File: src/rtl/pd_rx_pkg.sv
package pd_rx_pkg;
  localparam int OBJ_W    = 32;
  localparam int HDR_W    = 16;
  localparam int CNT_W    = 3;
  localparam int CNT_LSB  = 12;
  localparam int BYTE_W   = 8;
  localparam int LANES    = OBJ_W / BYTE_W;
  localparam int CRC_B    = 4;
  localparam int MAX_FLD  = (1 << CNT_W) - 1;
  localparam int BIDX_W   = $clog2(MAX_FLD * LANES + CRC_B);

  typedef enum logic [1:0] {
    ST_IDLE,
    ST_HDR_LO,
    ST_HDR_HI,
    ST_BODY
  } rx_state_e;
endpackage

File: src/rtl/pd_rx_stall_timer.sv
module pd_rx_stall_timer #(
  parameter int TMO_W = 8
) (
  input  logic             clk_i,
  input  logic             rst_ni,
  input  logic             active_i,
  input  logic             beat_i,
  input  logic [TMO_W-1:0] limit_i,
  output logic             expire_o
);
  logic [TMO_W-1:0] cnt_q;

  assign expire_o = active_i && !beat_i && (cnt_q >= limit_i);

  always_ff @(posedge clk_i or negedge rst_ni) begin
    if (!rst_ni)                          cnt_q <= '0;
    else if (!active_i || beat_i || expire_o) cnt_q <= '0;
    else                                  cnt_q <= cnt_q + TMO_W'(1);
  end

  // stall count never runs past the limit while a message is open
  assert_stall_bound_R10: assert property (@(posedge clk_i) disable iff (!rst_ni)
    (active_i && !beat_i && $stable(limit_i)) |-> (cnt_q <= limit_i));
endmodule

File: src/rtl/pd_rx_fsm.sv
module pd_rx_fsm
  import pd_rx_pkg::*;
#(
  parameter int TMO_W = 8
) (
  input  logic                clk_i,
  input  logic                rst_ni,
  input  logic                rx_valid_i,
  input  logic                rx_empty_i,
  input  logic [CNT_W-1:0]    cnt_field_i,
  input  logic [TMO_W-1:0]    timeout_i,
  output logic                rx_ready_o,
  output logic                hdr_lo_we_o,
  output logic                hdr_hi_we_o,
  output logic                obj_we_o,
  output logic [CNT_W-1:0]    obj_sel_o,
  output logic [1:0]          lane_o,
  output logic                commit_o,
  output logic                abort_o
);
  rx_state_e         state_q, state_d;
  logic [CNT_W-1:0]  cnt_q;
  logic [BIDX_W-1:0] bidx_q;
  logic [BIDX_W-1:0] pay_bytes, last_idx;
  logic              beat, active, expire;

  assign pay_bytes  = BIDX_W'({cnt_q, 2'b00});
  assign last_idx   = pay_bytes + BIDX_W'(CRC_B - 1);
  assign active     = (state_q != ST_IDLE);
  assign rx_ready_o = active || !rx_empty_i;
  assign beat       = rx_valid_i && rx_ready_o;

  pd_rx_stall_timer #(.TMO_W(TMO_W)) u_timer (
    .clk_i   (clk_i),
    .rst_ni  (rst_ni),
    .active_i(active),
    .beat_i  (beat),
    .limit_i (timeout_i),
    .expire_o(expire)
  );

  assign abort_o     = expire;
  assign hdr_lo_we_o = beat && (state_q == ST_HDR_LO);
  assign hdr_hi_we_o = beat && (state_q == ST_HDR_HI);
  assign obj_we_o    = beat && (state_q == ST_BODY) && (bidx_q < pay_bytes);
  assign obj_sel_o   = bidx_q[BIDX_W-1:2];
  assign lane_o      = bidx_q[1:0];
  assign commit_o    = beat && (state_q == ST_BODY) && (bidx_q == last_idx);

  always_comb begin
    state_d = state_q;
    if (expire) state_d = ST_IDLE;
    else if (beat) begin
      unique case (state_q)
        ST_IDLE:   state_d = ST_HDR_LO;
        ST_HDR_LO: state_d = ST_HDR_HI;
        ST_HDR_HI: state_d = ST_BODY;
        ST_BODY:   if (bidx_q == last_idx) state_d = ST_IDLE;
        default:   state_d = ST_IDLE;
      endcase
    end
  end

  always_ff @(posedge clk_i or negedge rst_ni) begin
    if (!rst_ni) begin
      state_q <= ST_IDLE;
      cnt_q   <= '0;
      bidx_q  <= '0;
    end else begin
      state_q <= state_d;
      if (hdr_hi_we_o) begin
        cnt_q  <= cnt_field_i;
        bidx_q <= '0;
      end else if (beat && state_q == ST_BODY) begin
        bidx_q <= bidx_q + BIDX_W'(1);
      end
    end
  end

  assert_body_bound_R4: assert property (@(posedge clk_i) disable iff (!rst_ni)
    (state_q == ST_BODY) |-> (bidx_q <= last_idx));

  assert_abort_to_idle_R9: assert property (@(posedge clk_i) disable iff (!rst_ni)
    abort_o |=> (state_q == ST_IDLE));

  assert_no_commit_abort_R9: assert property (@(posedge clk_i) disable iff (!rst_ni)
    !(commit_o && abort_o));
endmodule

File: src/rtl/pd_rx_assembler.sv
module pd_rx_assembler
  import pd_rx_pkg::*;
#(
  parameter int MAX_OBJ = 7
) (
  input  logic                     clk_i,
  input  logic                     rst_ni,
  input  logic [BYTE_W-1:0]        data_i,
  input  logic                     hdr_lo_we_i,
  input  logic                     hdr_hi_we_i,
  input  logic                     obj_we_i,
  input  logic [CNT_W-1:0]         obj_sel_i,
  input  logic [1:0]               lane_i,
  output logic [HDR_W-1:0]         hdr_o,
  output logic [MAX_OBJ*OBJ_W-1:0] obj_o
);
  always_ff @(posedge clk_i or negedge rst_ni) begin
    if (!rst_ni) hdr_o <= '0;
    else begin
      if (hdr_lo_we_i) hdr_o[7:0]  <= data_i;
      if (hdr_hi_we_i) hdr_o[15:8] <= data_i;
    end
  end

  for (genvar s = 0; s < MAX_OBJ; s++) begin : g_slot
    for (genvar l = 0; l < LANES; l++) begin : g_lane
      always_ff @(posedge clk_i or negedge rst_ni) begin
        if (!rst_ni) obj_o[s*OBJ_W + l*BYTE_W +: BYTE_W] <= '0;
        else if (obj_we_i && obj_sel_i == CNT_W'(s) && lane_i == 2'(l))
          obj_o[s*OBJ_W + l*BYTE_W +: BYTE_W] <= data_i;
      end
    end
  end
endmodule

File: src/rtl/pd_rx_msg_buf.sv
module pd_rx_msg_buf
  import pd_rx_pkg::*;
#(
  parameter int MAX_OBJ = 7
) (
  input  logic                     clk_i,
  input  logic                     rst_ni,
  input  logic                     commit_i,
  input  logic                     abort_i,
  input  logic [HDR_W-1:0]         work_hdr_i,
  input  logic [MAX_OBJ*OBJ_W-1:0] work_obj_i,
  output logic [HDR_W-1:0]         hdr_o,
  output logic [MAX_OBJ*OBJ_W-1:0] obj_o,
  output logic                     msg_valid_o,
  output logic                     flush_req_o
);
  logic [CNT_W-1:0] n;
  assign n = work_hdr_i[CNT_LSB +: CNT_W];

  always_ff @(posedge clk_i or negedge rst_ni) begin
    if (!rst_ni) begin
      hdr_o       <= '0;
      msg_valid_o <= 1'b0;
      flush_req_o <= 1'b0;
    end else begin
      msg_valid_o <= commit_i;
      flush_req_o <= abort_i;
      if (commit_i) hdr_o <= work_hdr_i;
    end
  end

  for (genvar s = 0; s < MAX_OBJ; s++) begin : g_out
    always_ff @(posedge clk_i or negedge rst_ni) begin
      if (!rst_ni) obj_o[s*OBJ_W +: OBJ_W] <= '0;
      else if (commit_i && (CNT_W'(s) < n)) obj_o[s*OBJ_W +: OBJ_W] <= work_obj_i[s*OBJ_W +: OBJ_W];
    end

    assert_slot_keep_R6: assert property (@(posedge clk_i) disable iff (!rst_ni)
      (msg_valid_o && (hdr_o[CNT_LSB +: CNT_W] <= CNT_W'(s))) |-> $stable(obj_o[s*OBJ_W +: OBJ_W]));
  end

  assert_single_pulse_R7: assert property (@(posedge clk_i) disable iff (!rst_ni)
    msg_valid_o |=> !msg_valid_o);

  assert_hdr_hold_R8: assert property (@(posedge clk_i) disable iff (!rst_ni)
    !msg_valid_o |-> $stable(hdr_o));

  assert_flush_excl_R9: assert property (@(posedge clk_i) disable iff (!rst_ni)
    !(msg_valid_o && flush_req_o));
endmodule

File: src/rtl/pd_rx_parser.sv
module pd_rx_parser
  import pd_rx_pkg::*;
#(
  parameter int MAX_OBJ = 7,
  parameter int TMO_W   = 8
) (
  input  logic                     clk_i,
  input  logic                     rst_ni,
  input  logic [7:0]               rx_data_i,
  input  logic                     rx_valid_i,
  input  logic                     rx_empty_i,
  input  logic [TMO_W-1:0]         timeout_i,
  output logic                     rx_ready_o,
  output logic [15:0]              hdr_o,
  output logic [MAX_OBJ*32-1:0]    obj_o,
  output logic                     msg_valid_o,
  output logic                     flush_req_o
);
  logic                     hdr_lo_we, hdr_hi_we, obj_we, commit, abort;
  logic [CNT_W-1:0]         obj_sel;
  logic [1:0]               lane;
  logic [HDR_W-1:0]         work_hdr;
  logic [MAX_OBJ*OBJ_W-1:0] work_obj;

  pd_rx_fsm #(.TMO_W(TMO_W)) u_fsm (
    .clk_i      (clk_i),
    .rst_ni     (rst_ni),
    .rx_valid_i (rx_valid_i),
    .rx_empty_i (rx_empty_i),
    .cnt_field_i(rx_data_i[CNT_LSB-8 +: CNT_W]),
    .timeout_i  (timeout_i),
    .rx_ready_o (rx_ready_o),
    .hdr_lo_we_o(hdr_lo_we),
    .hdr_hi_we_o(hdr_hi_we),
    .obj_we_o   (obj_we),
    .obj_sel_o  (obj_sel),
    .lane_o     (lane),
    .commit_o   (commit),
    .abort_o    (abort)
  );

  pd_rx_assembler #(.MAX_OBJ(MAX_OBJ)) u_asm (
    .clk_i      (clk_i),
    .rst_ni     (rst_ni),
    .data_i     (rx_data_i),
    .hdr_lo_we_i(hdr_lo_we),
    .hdr_hi_we_i(hdr_hi_we),
    .obj_we_i   (obj_we),
    .obj_sel_i  (obj_sel),
    .lane_i     (lane),
    .hdr_o      (work_hdr),
    .obj_o      (work_obj)
  );

  pd_rx_msg_buf #(.MAX_OBJ(MAX_OBJ)) u_buf (
    .clk_i      (clk_i),
    .rst_ni     (rst_ni),
    .commit_i   (commit),
    .abort_i    (abort),
    .work_hdr_i (work_hdr),
    .work_obj_i (work_obj),
    .hdr_o      (hdr_o),
    .obj_o      (obj_o),
    .msg_valid_o(msg_valid_o),
    .flush_req_o(flush_req_o)
  );

  assert_empty_gate_R2: assert property (@(posedge clk_i) disable iff (!rst_ni)
    (rx_empty_i && !rx_ready_o) |=> $stable(hdr_o));
endmodule

File: config.mk
export PLATFORM = sky130hd
export DESIGN_NAME = pd_rx_parser
export DESIGN_NICKNAME = d
export VERILOG_FILES = /design/src/rtl/pd_rx_pkg.sv /design/src/rtl/pd_rx_stall_timer.sv /design/src/rtl/pd_rx_fsm.sv /design/src/rtl/pd_rx_assembler.sv /design/src/rtl/pd_rx_msg_buf.sv /design/src/rtl/pd_rx_parser.sv
export SDC_FILE = /design/constraint.sdc
export NUM_CORES = 1
export LEC_CHECK = 0
export ABC_AREA = 1
export CAP_MARGIN = 20
export CORE_MARGIN = 2
export CORE_UTILIZATION = 45
export DETAILED_ROUTE_END_ITERATION = 8
export PLACE_DENSITY = 0.72
export SLEW_MARGIN = 20
export SYNTH_ARGS = -nofsm -noshare
export SYNTH_HDL_FRONTEND = slang
export SYNTH_SLANG_ARGS = --single-unit
File: constraint.sdc
create_clock -name clk_i -period 2.6 [get_ports clk_i]
set_input_delay 0.52 -clock clk_i [delete_from_list [all_inputs] [get_ports clk_i]]
set_output_delay 0.52 -clock clk_i [all_outputs]
set_load 0.01 [all_outputs]
# Word level (Yosys, flattened, before mapping)
# Cells that the tools add are included.
[totals] regBits=500
[classes] add_sub_neg=3 magnitude_cmp=9 muxes=7 n_reduce_logical=63 eq_ne=14
[ops] operator="$logic_and A1 B1 Y1" n=50
[ops] operator="$mux W5" n=2
[ops] operator="$eq A3 B3 Y1 const B" n=3
[ops] operator="$lt A3 B3 Y1 const A" n=3
[ops] operator="$add A8 B1 Y8 const B" n=1
[ops] operator="$eq A2 B2 Y1 const B" n=4
[ops] operator="$ge A8 B8 Y1" n=1
[ops] operator="$mux W8" n=1
[ops] operator="$pmux W2 S4" n=1
[ops] operator="$eq A3 B2 Y1 const B" n=2
[ops] operator="$lt A1 B3 Y1 const A" n=2
[ops] operator="$lt A2 B3 Y1 const A" n=2
[ops] operator="$mux W2" n=3
[ops] operator="$reduce_bool A2 Y1" n=3
[ops] operator="$add A5 B1 Y5 const B" n=1
[ops] operator="$add A5 B2 Y5 const B" n=1
[ops] operator="$eq A5 B5 Y1" n=1
[ops] operator="$lt A5 B5 Y1" n=1
[ops] operator="$eq A2 B1 Y1 const B" n=2
[ops] operator="$logic_not A2 Y1" n=2
[ops] operator="$eq A3 B1 Y1 const B" n=1
[ops] operator="$logic_not A1 Y1" n=3
[ops] operator="$logic_not A3 Y1" n=1
[ops] operator="$logic_or A1 B1 Y1" n=3
[ops] operator="2 further kinds" n=2

# Logic depth before layout (Yosys ltp)
[depth] word_depth=8 depth_mapped=11 mapped_depth_nobuf=11

# By module
# Synthesis repeated with hierarchy kept, for this count alone.
[hier_totals] hier_cells=2268 hier_area_um2=20370.8
[by_module_without_submodules] mod="pd_rx_assembler" area_per_inst_um2=9586.7 n_inst=1 cells_each=1059
[by_module_without_submodules] mod="pd_rx_msg_buf" area_per_inst_um2=9455.3 n_inst=1 cells_each=1046
[by_module_without_submodules] mod="pd_rx_fsm" area_per_inst_um2=726.9 n_inst=1 cells_each=88
[by_module_without_submodules] mod="pd_rx_stall_timer" area_per_inst_um2=601.8 n_inst=1 cells_each=75

# Worst setup path before layout
# No wires, ideal clock.
[synth_path] path_kind="flip-flop to flip-flop" startpoint="reg, netlist name u_asm.hdr_o[14]" endpoint="reg u_asm.obj_o[100]" setup_slack_ns=0.722 arrival_time_ns=1.761 stages_incl_launch_ff=11 path_buffers=2 cell_sequence="dfrtp_1 buf_4 inv_2 ha_1 a21oi_1 o21ai_0 nor2_4 buf_6 nand3_4 nand2_1 nand2_1"
[synth_lines] element="end signal: indexed assignment" line="pd_rx_assembler.sv:30" text="obj_o[s*OBJ_W + l*BYTE_W +: BYTE_W] <= data_i;"
[synth_lines] element="end: declaration" line="pd_rx_assembler.sv:15" text="output logic [MAX_OBJ*OBJ_W-1:0] obj_o"

# Worst setup path after layout
[layout_path] startpoint="reg u_fsm.state_q[0]" endpoint="out rx_ready_o"
[layout_between] elab_chain_cells=2
[layout_rtl] element="start: declaration" line="pd_rx_fsm.sv:21" text="rx_state_e state_q, state_d;"
[layout_rtl] element="start signal: assignment" line="pd_rx_fsm.sv:70" text="state_q <= state_d;"
[layout_rtl] element="$reduce_bool A2 Y1" line="pd_rx_fsm.sv:29" text="assign active = (state_q != ST_IDLE);"
[layout_rtl] element="$logic_or A1 B1 Y1" line="pd_rx_fsm.sv:30" text="assign rx_ready_o = active || !rx_empty_i;"
[layout_rtl] element="end: declaration" line="pd_rx_parser.sv:13" text="output logic rx_ready_o,"
# Every way passes these cells.

==> results.json <==
{
  "status": "finished clean",
  "grt_overflow": 0,
  "grt_max_degree": 81,
  "antenna_cells": 0,
  "vias": 16800,
  "synth-edff-count": 0,
  "wl_met2_mm": 26.2,
  "hold_class": "in -> reg",
  "design_area_sq_um": 26000,
  "wl_met1_mm": 24.7,
  "drtPass1Iterations": 5,
  "drv_slew": 0,
  "reg2reg_to": "u_asm.obj_o[101]$_DFFE_PN0P_",
  "yosysSeqAreaShare_pct": 59.6,
  "final.period_utilization_pct": 94.9,
  "die_y_um": 219,
  "core_area_sq_um": 45600,
  "cts_tree": "built",
  "synthesis.area_sq_um": 20900,
  "cts_buffers": 50,
  "fin_hold_ws_ns": 0.385,
  "cellLeakagePower_nw": 13.1,
  "via_per_inst": 5.36,
  "hold_end": "u_asm.obj_o[217]$_DFFE_PN0P_",
  "gr-usage-all-layers_pct": 23.4,
  "portBuffers": 262,
  "synth-seq-cells": 497,
  "layout_common_cells": "nand2_1 (915), dfrtp_1 (497), clkdlybuf4s50_1 (253)",
  "r2r_setup_slack_ns": 0.30,
  "hold_start": "rx_data_i[1]",
  "final_util_pct": 57.0,
  "rows": 78,
  "p_total_mw": 20.6,
  "tightest_slew_ns": 1.11,
  "maxCapViolations": 0,
  "top_layer_used": "met4",
  "synth.avg_cell_area_sq_um": 9.21,
  "die_area_sq_um": 48100,
  "place_area_sq_um": 24200,
  "grt_pass1_wl_mm": 88.4,
  "min_period_ns": 2.47,
  "dp_hpwl_mm": 36.6,
  "clkTransAtPathRegs_ns": 0.06,
  "die_x_um": 219,
  "start_kind": "flop",
  "slew-limit-headroom_pct": 25.8,
  "arrival_ns": 1.95,
  "htree_levels": 2,
  "num-nets-final": 2528,
  "postRouteAntennaNets": 0,
  "clock_latency_ns": 0.58,
  "rsz0062_at_grt": "no",
  "fin_setup_tns_ns": 0,
  "ir_worst_vdd_mv": 0.433,
  "final_layout_size_suffix_gt1_share_pct": 8.86,
  "area_growth_syn_to_layout_pct": 24.5,
  "timing.rr.start": "u_fsm.cnt_q[1]$_DFFE_PN0P_",
  "clock_skew_ns": 0.0166,
  "synthCells": 2266,
  "holdPathStages": 3,
  "fmax_mhz": 405,
  "grt_pass1_vias": 16300,
  "worstPathRequired_ns": 2.08,
  "ys_types": 34,
  "initial_utilization_pct": 45.8,
  "clock_sinks": 497,
  "final_common_cell": "nand2_1",
  "cts_root_buf": "clkbuf_16",
  "crit_type": "reg -> out",
  "wl_met3_mm": 3.59,
  "route.detailed.drc": 0,
  "finalSetupViolCount": 0,
  "hold_viol": 0,
  "power_density_nw_per_um2": 793,
  "ioPinCount": 263,
  "avgRoutedWirePerCell_um": 17.9,
  "yosysWarningCount": 0,
  "syn-num-nets": 2307,
  "rr_worst_depth": 9,
  "synthArstFlopShare_pct": 100,
  "cts_resized": 0,
  "clockBufferDepth": 3,
  "routabilityCongestion": 0.805,
  "ys.flop_type": "dfrtp_1",
  "drtIter0Drc": 1459,
  "crit_path_max_fanout": 4,
  "drt-total-wl_mm": 56.1,
  "antenna_found_initial": 0,
  "end_kind": "output pin"
}
cells in the mapped netlist (2+ instances only):
cell / n / area share, %
nand3_4: 20 / 1.7
a21oi_1: 9 / 0.22
inv_2: 5 / 0.090
clkbuf_1: 85 / 1.5
nor2_8: 2 / 0.19
xnor2_1: 2 / 0.084
mux2_2: 4 / 0.22
o21ai_0: 76 / 1.8
nand4_1: 226 / 6.8
nor2_4: 6 / 0.32
buf_6: 4 / 0.22
nor2_1: 17 / 0.31
ha_1: 21 / 1.3
xor2_1: 4 / 0.17
inv_1: 94 / 1.7
nand2_1: 915 / 16
nand2_2: 3 / 0.090
dfrtp_1: 497 / 60
nand3_1: 173 / 4.2
o21ai_1: 10 / 0.24
buf_4: 30 / 1.1
buf_2: 47 / 1.1
nand3_2: 5 / 0.24
critical path, cell delays in order (launching register included):
cell             delay (ns)
dfrtp_1                0.38
inv_1                  0.11
ha_1                   0.26
nand2_2                0.08
clkdlybuf4s50_1        0.54
worst max-delay path by stage:
stage / start / endpoint / cells after the start
floorplan: u_asm.hdr_o[14]$_DFFE_PN0P_ / u_asm.obj_o[100]$_DFFE_PN0P_ / 10
global route: u_fsm.state_q[0]$_DFFE_PN0P_ / rx_ready_o / 4
global placement: rx_empty_i / u_asm.obj_o[102]$_DFFE_PN0P_ / 10
CTS: u_fsm.state_q[0]$_DFFE_PN0P_ / rx_ready_o / 4
detailed placement: rx_empty_i / u_asm.obj_o[101]$_DFFE_PN0P_ / 10
finish: u_fsm.state_q[0]$_DFFE_PN0P_ / rx_ready_o / 4
layout make-up:
class	count	area, sq um
clock inverters	20	256
inverters	100	382
multi-input cells	1502	7270
fillers	3910	19600
clock buffers	72	1500
flip-flops and latches	497	12400
well taps	600	751
repair buffers	336	3380
sequential cells by signal, summed over array words and instances, names as in the netlist:
name	flops
u_asm.obj_o	224
u_buf.msg_valid_o	1
u_fsm.state_q	2
u_fsm.bidx_q	5
u_asm.hdr_o	14
u_fsm.u_timer.cnt_q	8
u_buf.obj_o	224
u_buf.flush_req_o	1
u_buf.hdr_o	16
u_fsm.cnt_q	2
stage by stage:
step                      worst slack (ns)  instances
final                                0.133       3127
after floorplan                      0.722       2266
after CTS                            0.105       3127
after global routing                0.0683       3127
after global placement               0.181       3034
after detailed placement             0.146       3034
per-layer routing:
layer / GRT usage [%] / vias up
met5: 0 / -
met4: 7.70 / 0
met3: 3.65 / 111
met2: 37.4 / 569
met1: 32.7 / 8184
li1: - / 7892
kinds of logic after synthesis:
| logic type | share of synthesized area, % |
|---|---|
| AO/OA/AOI/OAI | 2.44 |
| XOR/XNOR | 0.252 |
| adder cells (fa/ha/maj) | 1.26 |
| buffers and inverters | 5.78 |
| flip-flops | 59.6 |
| multiplexers | 0.216 |
| AND/OR/NAND/NOR | 30.4 |
what timing repair did:
item                                    4_1_cts  5_1_grt
setup buffers                                 0        0
hold buffers                                  1        0
endpoints found under the setup margin        0        0
endpoints found under the hold margin        40        0
power by group:
part           switching, mW  total, mW  internal [mW]
Combinational           2.90       4.08           1.19
Clock                   3.03       7.61           4.58
Sequential             0.473       8.90           8.43
Total                   6.40       20.6           14.2
Power figures use the tool's default switching activity.
